--- src/rtl/sqb2_pkg.sv ---
// Shared definitions for the burst-of-two SRAM.
// Assumes data words are built from whole 9-bit byte lanes.
package sqb2_pkg;

    localparam int LANE_W = 9;

    typedef enum logic [1:0] {
        SEQ_IDLE   = 2'd0,
        SEQ_FIRST  = 2'd1,
        SEQ_SECOND = 2'd2
    } seq_state_e;

endpackage

--- src/rtl/sqb2_burst_seq.sv ---
// Burst sequencer: turns an index request into two beats on the next two
// cycles, supplying the word address with the low bit 0 then 1.
// Assumes a request is only acceptable when the next cycle is free, so a
// request arriving during the first beat is dropped.
module sqb2_burst_seq
    import sqb2_pkg::*;
#(
    parameter int IW = 7
) (
    input  logic          clk,
    input  logic          rst_n,
    input  logic          req,
    input  logic [IW-1:0] idx,
    output logic          accept,
    output logic          act,
    output logic [IW:0]   word
);

    seq_state_e    st_q;
    logic [IW-1:0] idx_q;

    // A new burst may start unless the coming cycle belongs to the second beat.
    assign accept = req && (st_q != SEQ_FIRST);

    // Advance the beat state and capture the index on acceptance.
    always_ff @(posedge clk) begin
        if (!rst_n) begin
            st_q  <= SEQ_IDLE;
            idx_q <= '0;
        end else if (accept) begin
            st_q  <= SEQ_FIRST;
            idx_q <= idx;
        end else if (st_q == SEQ_FIRST) begin
            st_q  <= SEQ_SECOND;
        end else begin
            st_q  <= SEQ_IDLE;
        end
    end

    // Word address for the current beat: index with generated low bit.
    assign act  = (st_q != SEQ_IDLE);
    assign word = {idx_q, (st_q == SEQ_SECOND)};

    AST_FIRST_THEN_SECOND: assert property (@(posedge clk) disable iff (!rst_n)
        (act && !word[0]) |=> (act && word[0]));

    AST_ACCEPT_LOADS: assert property (@(posedge clk) disable iff (!rst_n)
        accept |=> (act && !word[0] && word[IW:1] == $past(idx)));

    AST_NO_RESTART: assert property (@(posedge clk) disable iff (!rst_n)
        (req && act && !word[0]) |=> (act && word[0]));

endmodule

--- src/rtl/sqb2_store.sv ---
// Word store with a one-entry pending-write stage.
// An incoming write beat is held in the stage for one cycle and committed to
// the array on the following edge. The fetch port merges, lane by lane, the
// array word, then the staged beat, then the incoming beat (newest wins),
// so reads see writes that have not reached the array yet.
// Assumes DW is a whole number of 9-bit lanes; the array itself is not reset.
module sqb2_store
    import sqb2_pkg::*;
#(
    parameter int DW    = 18,
    parameter int DEPTH = 256,
    parameter int NB    = DW / LANE_W,
    parameter int AW    = $clog2(DEPTH)
) (
    input  logic          clk,
    input  logic          rst_n,
    input  logic          wr_act,
    input  logic [AW-1:0] wr_word,
    input  logic [DW-1:0] wr_data,
    input  logic [NB-1:0] wr_be,
    input  logic [AW-1:0] fetch_word,
    output logic [DW-1:0] fetch_data
);

    logic [DW-1:0] mem_q [DEPTH];
    logic          stg_vld;
    logic [AW-1:0] stg_word;
    logic [DW-1:0] stg_data;
    logic [NB-1:0] stg_be;
    logic          stg_hit;
    logic          live_hit;

    // Hold the current write beat for one cycle as the pending write.
    always_ff @(posedge clk) begin
        if (!rst_n) begin
            stg_vld  <= 1'b0;
            stg_word <= '0;
            stg_data <= '0;
            stg_be   <= '0;
        end else begin
            stg_vld  <= wr_act;
            stg_word <= wr_word;
            stg_data <= wr_data;
            stg_be   <= wr_be;
        end
    end

    // Commit the pending write into the array, lane by lane.
    always_ff @(posedge clk) begin
        if (stg_vld) begin
            for (int l = 0; l < NB; l++) begin
                if (stg_be[l]) begin
                    mem_q[stg_word][l*LANE_W +: LANE_W] <= stg_data[l*LANE_W +: LANE_W];
                end
            end
        end
    end

    assign stg_hit  = stg_vld && (stg_word == fetch_word);
    assign live_hit = wr_act && (wr_word == fetch_word);

    for (genvar l = 0; l < NB; l++) begin : g_lane
        logic [LANE_W-1:0] lane_v;

        // Pick the newest copy of this lane among array, stage and live beat.
        always_comb begin
            lane_v = mem_q[fetch_word][l*LANE_W +: LANE_W];
            if (stg_hit && stg_be[l]) begin
                lane_v = stg_data[l*LANE_W +: LANE_W];
            end
            if (live_hit && wr_be[l]) begin
                lane_v = wr_data[l*LANE_W +: LANE_W];
            end
        end

        assign fetch_data[l*LANE_W +: LANE_W] = lane_v;
    end

    AST_STAGE_TRACKS: assert property (@(posedge clk) disable iff (!rst_n)
        wr_act |=> (stg_vld && stg_word == $past(wr_word)));

    AST_STAGE_LIVE_DISJOINT: assert property (@(posedge clk) disable iff (!rst_n)
        (stg_vld && wr_act) |-> (stg_word != wr_word));

    AST_LIVE_WINS: assert property (@(posedge clk) disable iff (!rst_n)
        (wr_act && wr_word == fetch_word && wr_be == {NB{1'b1}}) |-> (fetch_data == wr_data));

endmodule

--- src/rtl/sqb2_rd_pipe.sv ---
// Read return pipeline: registers fetched beats and delays them so that the
// first beat leaves RD_LAT cycles after its request. Data is forced to zero
// on beats that carry nothing.
// Assumes RD_LAT >= 2 (one cycle is spent before the fetch).
module sqb2_rd_pipe #(
    parameter int DW     = 18,
    parameter int RD_LAT = 2
) (
    input  logic          clk,
    input  logic          rst_n,
    input  logic          in_vld,
    input  logic [DW-1:0] in_data,
    output logic          out_vld,
    output logic [DW-1:0] out_data
);

    localparam int STG = RD_LAT - 1;

    logic [STG-1:0] vld_q;
    logic [DW-1:0]  dat_q [STG];

    // First stage: capture the fetched beat, zeroing empty cycles.
    always_ff @(posedge clk) begin
        if (!rst_n) begin
            vld_q[0] <= 1'b0;
            dat_q[0] <= '0;
        end else begin
            vld_q[0] <= in_vld;
            dat_q[0] <= in_vld ? in_data : '0;
        end
    end

    for (genvar s = 1; s < STG; s++) begin : g_delay
        // Extra latency stage: shift the beat one cycle further.
        always_ff @(posedge clk) begin
            if (!rst_n) begin
                vld_q[s] <= 1'b0;
                dat_q[s] <= '0;
            end else begin
                vld_q[s] <= vld_q[s-1];
                dat_q[s] <= dat_q[s-1];
            end
        end
    end

    assign out_vld  = vld_q[STG-1];
    assign out_data = dat_q[STG-1];

    AST_PAIR_OUT: assert property (@(posedge clk) disable iff (!rst_n)
        $rose(out_vld) |=> out_vld);

    AST_QUIET_ZERO: assert property (@(posedge clk) disable iff (!rst_n)
        !out_vld |-> (out_data == '0));

endmodule

--- src/rtl/sqb2_sram.sv ---
// Burst-of-two SRAM with separate read and write ports.
// Each request carries an index. Two sequencers expand requests into two
// beats. Write beats go through the store's pending stage into the array.
// Read beats fetch a coherent merged word that the return pipeline delays.
// Assumes one clock cycle per beat and DATA_W a multiple of 9.
module sqb2_sram
    import sqb2_pkg::*;
#(
    parameter int DATA_W     = 18,
    parameter int WORD_DEPTH = 256,
    parameter int RD_LAT     = 2,
    localparam int NB        = DATA_W / LANE_W,
    localparam int AW        = $clog2(WORD_DEPTH),
    localparam int IW        = AW - 1
) (
    input  logic              clk,
    input  logic              rst_n,
    input  logic              rd_req,
    input  logic [IW-1:0]     rd_idx,
    input  logic              wr_req,
    input  logic [IW-1:0]     wr_idx,
    input  logic [DATA_W-1:0] wr_data,
    input  logic [NB-1:0]     wr_be,
    output logic [DATA_W-1:0] rd_data,
    output logic              rd_valid
);

    logic              rd_acc;
    logic              rd_act;
    logic [AW-1:0]     rd_word;
    logic              wr_acc;
    logic              wr_act;
    logic [AW-1:0]     wr_word;
    logic [DATA_W-1:0] fetch_data;

    sqb2_burst_seq #(.IW(IW)) i_rd_seq (
        .clk    (clk),
        .rst_n  (rst_n),
        .req    (rd_req),
        .idx    (rd_idx),
        .accept (rd_acc),
        .act    (rd_act),
        .word   (rd_word)
    );

    sqb2_burst_seq #(.IW(IW)) i_wr_seq (
        .clk    (clk),
        .rst_n  (rst_n),
        .req    (wr_req),
        .idx    (wr_idx),
        .accept (wr_acc),
        .act    (wr_act),
        .word   (wr_word)
    );

    sqb2_store #(
        .DW    (DATA_W),
        .DEPTH (WORD_DEPTH),
        .NB    (NB),
        .AW    (AW)
    ) i_store (
        .clk        (clk),
        .rst_n      (rst_n),
        .wr_act     (wr_act),
        .wr_word    (wr_word),
        .wr_data    (wr_data),
        .wr_be      (wr_be),
        .fetch_word (rd_word),
        .fetch_data (fetch_data)
    );

    sqb2_rd_pipe #(
        .DW     (DATA_W),
        .RD_LAT (RD_LAT)
    ) i_rd_pipe (
        .clk      (clk),
        .rst_n    (rst_n),
        .in_vld   (rd_act),
        .in_data  (fetch_data),
        .out_vld  (rd_valid),
        .out_data (rd_data)
    );

    AST_BOTH_PORTS: assert property (@(posedge clk) disable iff (!rst_n)
        (rd_acc && wr_acc) |=> (rd_act && wr_act));

endmodule

--- config.mk ---
export PLATFORM = sky130hd
export DESIGN_NAME = sqb2_sram
export DESIGN_NICKNAME = d
export VERILOG_FILES = /design/src/rtl/sqb2_pkg.sv /design/src/rtl/sqb2_burst_seq.sv /design/src/rtl/sqb2_store.sv /design/src/rtl/sqb2_rd_pipe.sv /design/src/rtl/sqb2_sram.sv
export SDC_FILE = /design/constraint.sdc
export NUM_CORES = 2
export LEC_CHECK = 0
export BUFFER_PORTS_ARGS = -buffer_cell sky130_fd_sc_hd__buf_2
export CORE_MARGIN = 2
export CORE_UTILIZATION = 57
export CTS_CLUSTER_SIZE = 30
export DETAILED_ROUTE_END_ITERATION = 6
export PLACE_DENSITY = 0.75
export SETUP_SLACK_MARGIN = 0.2
export SLEW_MARGIN = 40
export SYNTH_ARGS = -nofsm -noshare
export SYNTH_HDL_FRONTEND = slang
export SYNTH_MEMORY_MAX_BITS = 65536
export SYNTH_SLANG_ARGS = --single-unit
--- constraint.sdc ---
create_clock -name clk -period 4.61 [get_ports clk]
set_clock_uncertainty 0.1 [all_clocks]
set_input_delay 0.461 -clock clk [delete_from_list [all_inputs] [get_ports clk]]
set_output_delay 0.461 -clock clk [all_outputs]
set_load 0.02 [all_outputs]
# After elaboration in Yosys (flattened, before gate mapping)
# Memories as Yosys holds them, arrays and structs flattened.
# Cells that the tools add are included.
# W data, S select, Z words.
[totals] mem_bits_rw=4626 out_inout_bits=19 input_bits=38 wordCells=54 register_bits=48 n_memories=2
[classes] bitwise_logic=1 eq_ne=8 mux=19 n_reduce_logical=13
[mem_list] name="i_store.mem_q" depth=256 width=18 read_ports=1 rd_clocked_by_memory_dff=0 wr=1 line="sqb2_store.sv:25" source="logic [DW-1:0] mem_q [DEPTH];"
[mem_list] name="i_rd_pipe.dat_q" depth=1 width=18 read_ports=1 rd_clocked_by_memory_dff=0 wr=1 line="sqb2_rd_pipe.sv:20" source="logic [DW-1:0] dat_q [STG];"
[ops] cell="$mux W18" n=2
[ops] cell="$mux W9" n=4
[ops] cell="$reduce_or A18 Y1" n=1
[ops] cell="$eq A8 B8 Y1" n=2
[ops] cell="$mux W1" n=11
[ops] cell="$logic_and A1 B1 Y1" n=8
[ops] cell="$eq A2 B1 Y1 const B" n=2
[ops] cell="$eq A2 B2 Y1 const B" n=2
[ops] cell="$mux W2" n=2
[ops] cell="$ne A2 B1 Y1 const B" n=2
[ops] cell="$reduce_bool A2 Y1" n=2
[ops] cell="$reduce_or A2 Y1" n=2
[ops] cell="$not A1 Y1" n=1

# Depth between registers and ports, before layout
[depth] depth_word=8 mapped_depth=15 depth_no_buf=8

# By module
# Synthesis repeated with hierarchy kept, for this count alone.
[hier_totals] cells_unflattened=8165 hier_area_um2=179283.2
[by_module_without_submodules] module="sqb2_store" area_per_inst_um2=178024.5 cells_per_inst=8049 seq_area_each_um2=138953.3 n_inst=1
[by_module_without_submodules] module="sqb2_burst_seq" area_per_inst_um2=364.1 cells_per_inst=38 seq_area_each_um2=180.2 n_inst=2
[by_module_without_submodules] module="sqb2_rd_pipe" area_per_inst_um2=530.5 cells_per_inst=40 seq_area_each_um2=380.4 n_inst=1

# Worst setup path after synthesis
# OpenSTA, ideal clock, no wires.
[synth_timing] path_type="flip-flop to flip-flop" startpoint="register i_store.stg_data[10]" endpoint="memory i_rd_pipe.dat_q[0][10]" required_ns=4.453 path_stages_with_launch=4 setup_time_ns=0.057 arrival_time_ns=4.342 path_slack_ns=0.111 path_cell_list="dfxtp_1 o221ai_1 nor3_1 or3_1"
[synth_via] elab_chain_len=4
[synth_rtl] element="start: declaration" line="sqb2_store.sv:28" source="logic [DW-1:0] stg_data;"
[synth_rtl] element="start signal: assignment" line="sqb2_store.sv:43" source="stg_data <= wr_data;"
[synth_rtl] element="$mux W9" line="sqb2_store.sv:68" source="if (stg_hit && stg_be[l]) begin"
[synth_rtl] element="$mux W9" line="sqb2_store.sv:71" source="if (live_hit && wr_be[l]) begin"
[synth_rtl] element="$mux W18" line="sqb2_rd_pipe.sv:29" source="dat_q[0] <= in_vld ? in_data : '0;"
[synth_rtl] element="$mux W18 (no source line)"
[synth_rtl] element="end: declaration" line="sqb2_rd_pipe.sv:20"
# No other way between the ends.

# Final worst setup path
[layout_timing] startpoint="register i_rd_seq.idx_q[0]" endpoint="memory i_rd_pipe.dat_q[0][16]"
[layout_via] elab_chain_len=7 elab_cells_between_ends=11 classes_between="2 x eq/ne; 4 x mux; 4 x reduce/logical; 1 x memory"
[layout_rtl] element="start: declaration" line="sqb2_burst_seq.sv:20" source="logic [IW-1:0] idx_q;"
[layout_rtl] element="start signal: assignment" line="sqb2_burst_seq.sv:32" source="idx_q <= idx;"
[layout_rtl] element="branches (longest 4 deep; another with $mem_v2 Z256 W18)"
[layout_rtl] element="$mux W9 *" line="sqb2_store.sv:71"
[layout_rtl] element="$mux W18 *" line="sqb2_rd_pipe.sv:29"
[layout_rtl] element="$mux W18 (no source line) *"
# Mark *: on every way between the ends.

==> impl_metrics.yaml <==
routing:
  route.final.wire_length_mm: 509
  first_iter_violations: 17400
  drt_pass_1_iters: 7
  routed_via_density: 6.68
  ant_nets: 0
  detailroute.via_count: 109000
  drc: 4
  wl_per_cell_um: 31.1
worst_hold_path:
  hold_start: "rst_n"
  worst_hold_path_type: "input pin to flop"
power_and_ir_drop:
  totalPowerFinal_mw: 87.1
  share_clk_of_total_power_pct: 40.9
  switching_share_of_total_power_pct: 21.6
  power.leakage_nw: 65.0
  combinationalPowerShare_pct: 5.2
  power_switching_mw: 18.8
  pwr-share-seq_pct: 53.8
  vdd_drop_max_mv: 0.355
  power-per-cell-area_nw_per_um2: 422
  internal_power_mw: 68.3
clocking:
  clk_pin_slew_worst_paths_ns: 0.07
  numClockSinks: 4674
  clock_path_buffers: 4
  tritoncts.num_buffers: 443
  root_buffer: "sky130_fd_sc_hd__clkbuf_16"
  clock_tree.htree_level_count: 5
  cts_tree: "built"
  worst_skew_pair.late_latency_ns: 0.97
outcome:
  violations_in_the_final_reports: "design-rule violations"
  outcome: "finished, violations left"
synth:
  syn_warnings: 0
  synth_enable_flop_cells: 4608
  netlist.area_leader.share_pct: 76.0
  post_synth_instance_area_um2: 182000
  synth-seq-cells: 4674
  synthFlopType: "sky130_fd_sc_hd__edfxtp_1"
  asr_flop_ratio_synth_pct: 0
  synth_area_leaders: "sky130_fd_sc_hd__edfxtp_1 (76%), sky130_fd_sc_hd__mux2i_1 (6.4%), sky130_fd_sc_hd__nand2_1 (3.1%)"
  area_leader_netlist: "sky130_fd_sc_hd__edfxtp_1"
  ys_types: 63
  post-synth-top-count-cell: "sky130_fd_sc_hd__edfxtp_1"
  synthCells: 11300
  synth_sequential_area_ratio_pct: 76.7
  synthesis.nets: 11300
  synthesis.area_per_instance_um2: 16.2
  ys_top_cells_by_count: "sky130_fd_sc_hd__edfxtp_1 (4,608), sky130_fd_sc_hd__nand2_1 (1,528), sky130_fd_sc_hd__mux2i_1 (1,157)"
timing:
  layout_worst_path_cycle_share_pct: 94.6
  final_hold_viol_count: 0
  max_clock_freq_ghz: 0.229
  setup_violations: 0
  slew_violations: 0
  timing.max_slew.rel_slack_pct: 33.9
  period_minus_slack_ns: 4.36
  timing.hold.ws_ns: 0.0569
  worst_pin_slew_ns: 0.985
  rsz_0062_raised_after_global_routing: "true"
  final_critical_path_setup_slack_ns: 0.251
setup_path:
  worstSetupPathType: "flop to flop"
  r2r-start: "i_rd_seq.idx_q[0]"
  required_ns: 5.30
  cp-start-kind: "flop"
  cp_data_arrival_time_ns: 5.05
  cp-end-kind: "flop"
  cp-startpoint: "i_rd_seq.idx_q[0]"
  critPathMaxFanout: 65
die:
  effective_utilization_at_floorplan_pct: 57.3
  fp.dieArea_um2: 324000
  floorplan.core_area_um2: 318000
  io_pins: 57
  die_x_um: 569
  die_height_um: 569
  core.rowCount: 207
placed_design:
  detailed_placement_wirelength_estimate_mm: 303
  place_worst_setup_slack_ns: -0.143
  place_congestion: 0.911
  io_buffers: 56
global_routing:
  first_global_vias: 107000
  global_route_wire_length_before_repair_mm: 732
  gr-usage-all-layers_pct: 31.0
  largest_net_degree_at_the_start_of_global_routing: 210
  globalRoute.totalOverflow: 0
  number_of_antenna_violations_at_the_first_check_in_global_routing: 24
job:
  max_cap_violations: 0
finish:
  fin_nets: 11900
  area_delta_synth_final_pct: 13.4
  final_layout_size_suffix_gt1_share_pct: 16.3
stage by stage:
stage	setup TNS, ns	utilization [%]	area [um2]	cells
6_report	0	64.9	207000	16400
5_1_grt	0	64.9	207000	16400
4_1_cts	0	64.8	206000	16300
3_5_place_dp	-0.143	60.2	191000	15500
3_3_place_gp	-1.52	60.0	191000	15500
2_1_floorplan	0	-	182000	11300
registers in the layout, summed over array words and instances (netlist names):
signal,count
i_store.stg_word,8
i_store.stg_vld,1
i_rd_pipe.out_vld,1
i_rd_seq.idx_q,7
i_rd_seq.st_q,2
i_store.stg_data,18
i_rd_pipe.dat_q,18
i_wr_seq.idx_q,7
i_wr_seq.st_q,2
i_store.stg_be,2
i_store.mem_q,4608
what timing repair did:
item	in CTS	in global routing
gates resized for setup	3	2
setup buffers	1	1
cloned	0	0
pin swaps	1	2
endpoints found under the setup margin	6	4
hold endpoints to repair	43	2
hold buffers	43	1
routing by layer:
| layer | vias up | routed length [um] | global-route usage [%] |
|---|---|---|---|
| met1 | 54500 | 176000 | 41.3 |
| met2 | 8210 | 233000 | 47.3 |
| met3 | 1491 | 65700 | 6.89 |
| met4 | 22 | 32900 | 18.1 |
| li1 | 45000 | - | - |
| met5 | - | 153 | 0 |
worst max-delay path, stage by stage, from the launching register on:
cell and delay (ns):
sky130_fd_sc_hd__dfxtp_4 0.63, sky130_fd_sc_hd__inv_2 0.27, sky130_fd_sc_hd__nand2_4 0.27, sky130_fd_sc_hd__buf_12 0.36, sky130_fd_sc_hd__buf_4 0.36, sky130_fd_sc_hd__a21oi_1 0.07, sky130_fd_sc_hd__a2111oi_0 0.54, sky130_fd_sc_hd__o32ai_1 0.31
sky130_fd_sc_hd__nor4_2 0.65, sky130_fd_sc_hd__buf_4 0.26, sky130_fd_sc_hd__o221a_2 0.19, sky130_fd_sc_hd__a21oi_1 0.06
layout by cell type (no fill, tap or decap), drive strengths merged, types with 8 or more instances in the layout:
cell type and n:
edfxtp 4608, nand2 1528, mux2i 1157, buf 808, a21oi 796, clkbuf 567, nor2 561, o22ai 510
nor4 291, mux4 227, clkinv 173, o21ai 126, o221ai 119, nor3 113, dfxtp 66, nand3 57
dlygate4sd3 44, nand4 37, bufinv 37, o41ai 36, a2111oi 32, and2 27, inv 27, mux2 21
a31oi 18, a211oi 16, a311oi 15, xnor2 15, and3 14, clkinvlp 14, nor2b 13, o32ai 10
diode 9, o31ai 8
layout make-up:
type	instances	area, um2
flip-flops and latches	4674	140000
fillers	20600	111000
multi-input cells	5825	39600
clock buffers	567	11900
repair buffers	852	7780
well taps	4180	5230
clock inverters	235	2160
inverters	16	67.6
diodes	9	22.5
kinds of logic after synthesis:
family          synth area share (%)
compound gates                  5.71
xor+xnor                      0.0721
flops                           76.7
mux                             9.29
buf+inv                         2.04
simple gates                    6.20
power groups by stage:
stage	sequential (mW)	clock, mW	combinational [mW]
2_1_floorplan	48.1	0	2.09
3_3_place_gp	47.8	0	4.17
3_5_place_dp	47.8	0	4.32
4_1_cts	46.9	35.7	4.38
5_1_grt	46.9	37.3	4.68
6_report	46.9	35.6	4.56
path summary, 6_finish.rpt:
kind                                          endpoint  slack (ns)  cells past startpoint
worst max-delay path            i_rd_pipe.dat_q[0][16]        0.25                     11
worst min-delay path               i_store.stg_data[7]        0.06                      2
worst max register to register  i_rd_pipe.dat_q[0][16]        0.25                     11
worst min register to register  i_store.mem_q[237][13]        0.43                      0
(Power assumes the default switching activity.)
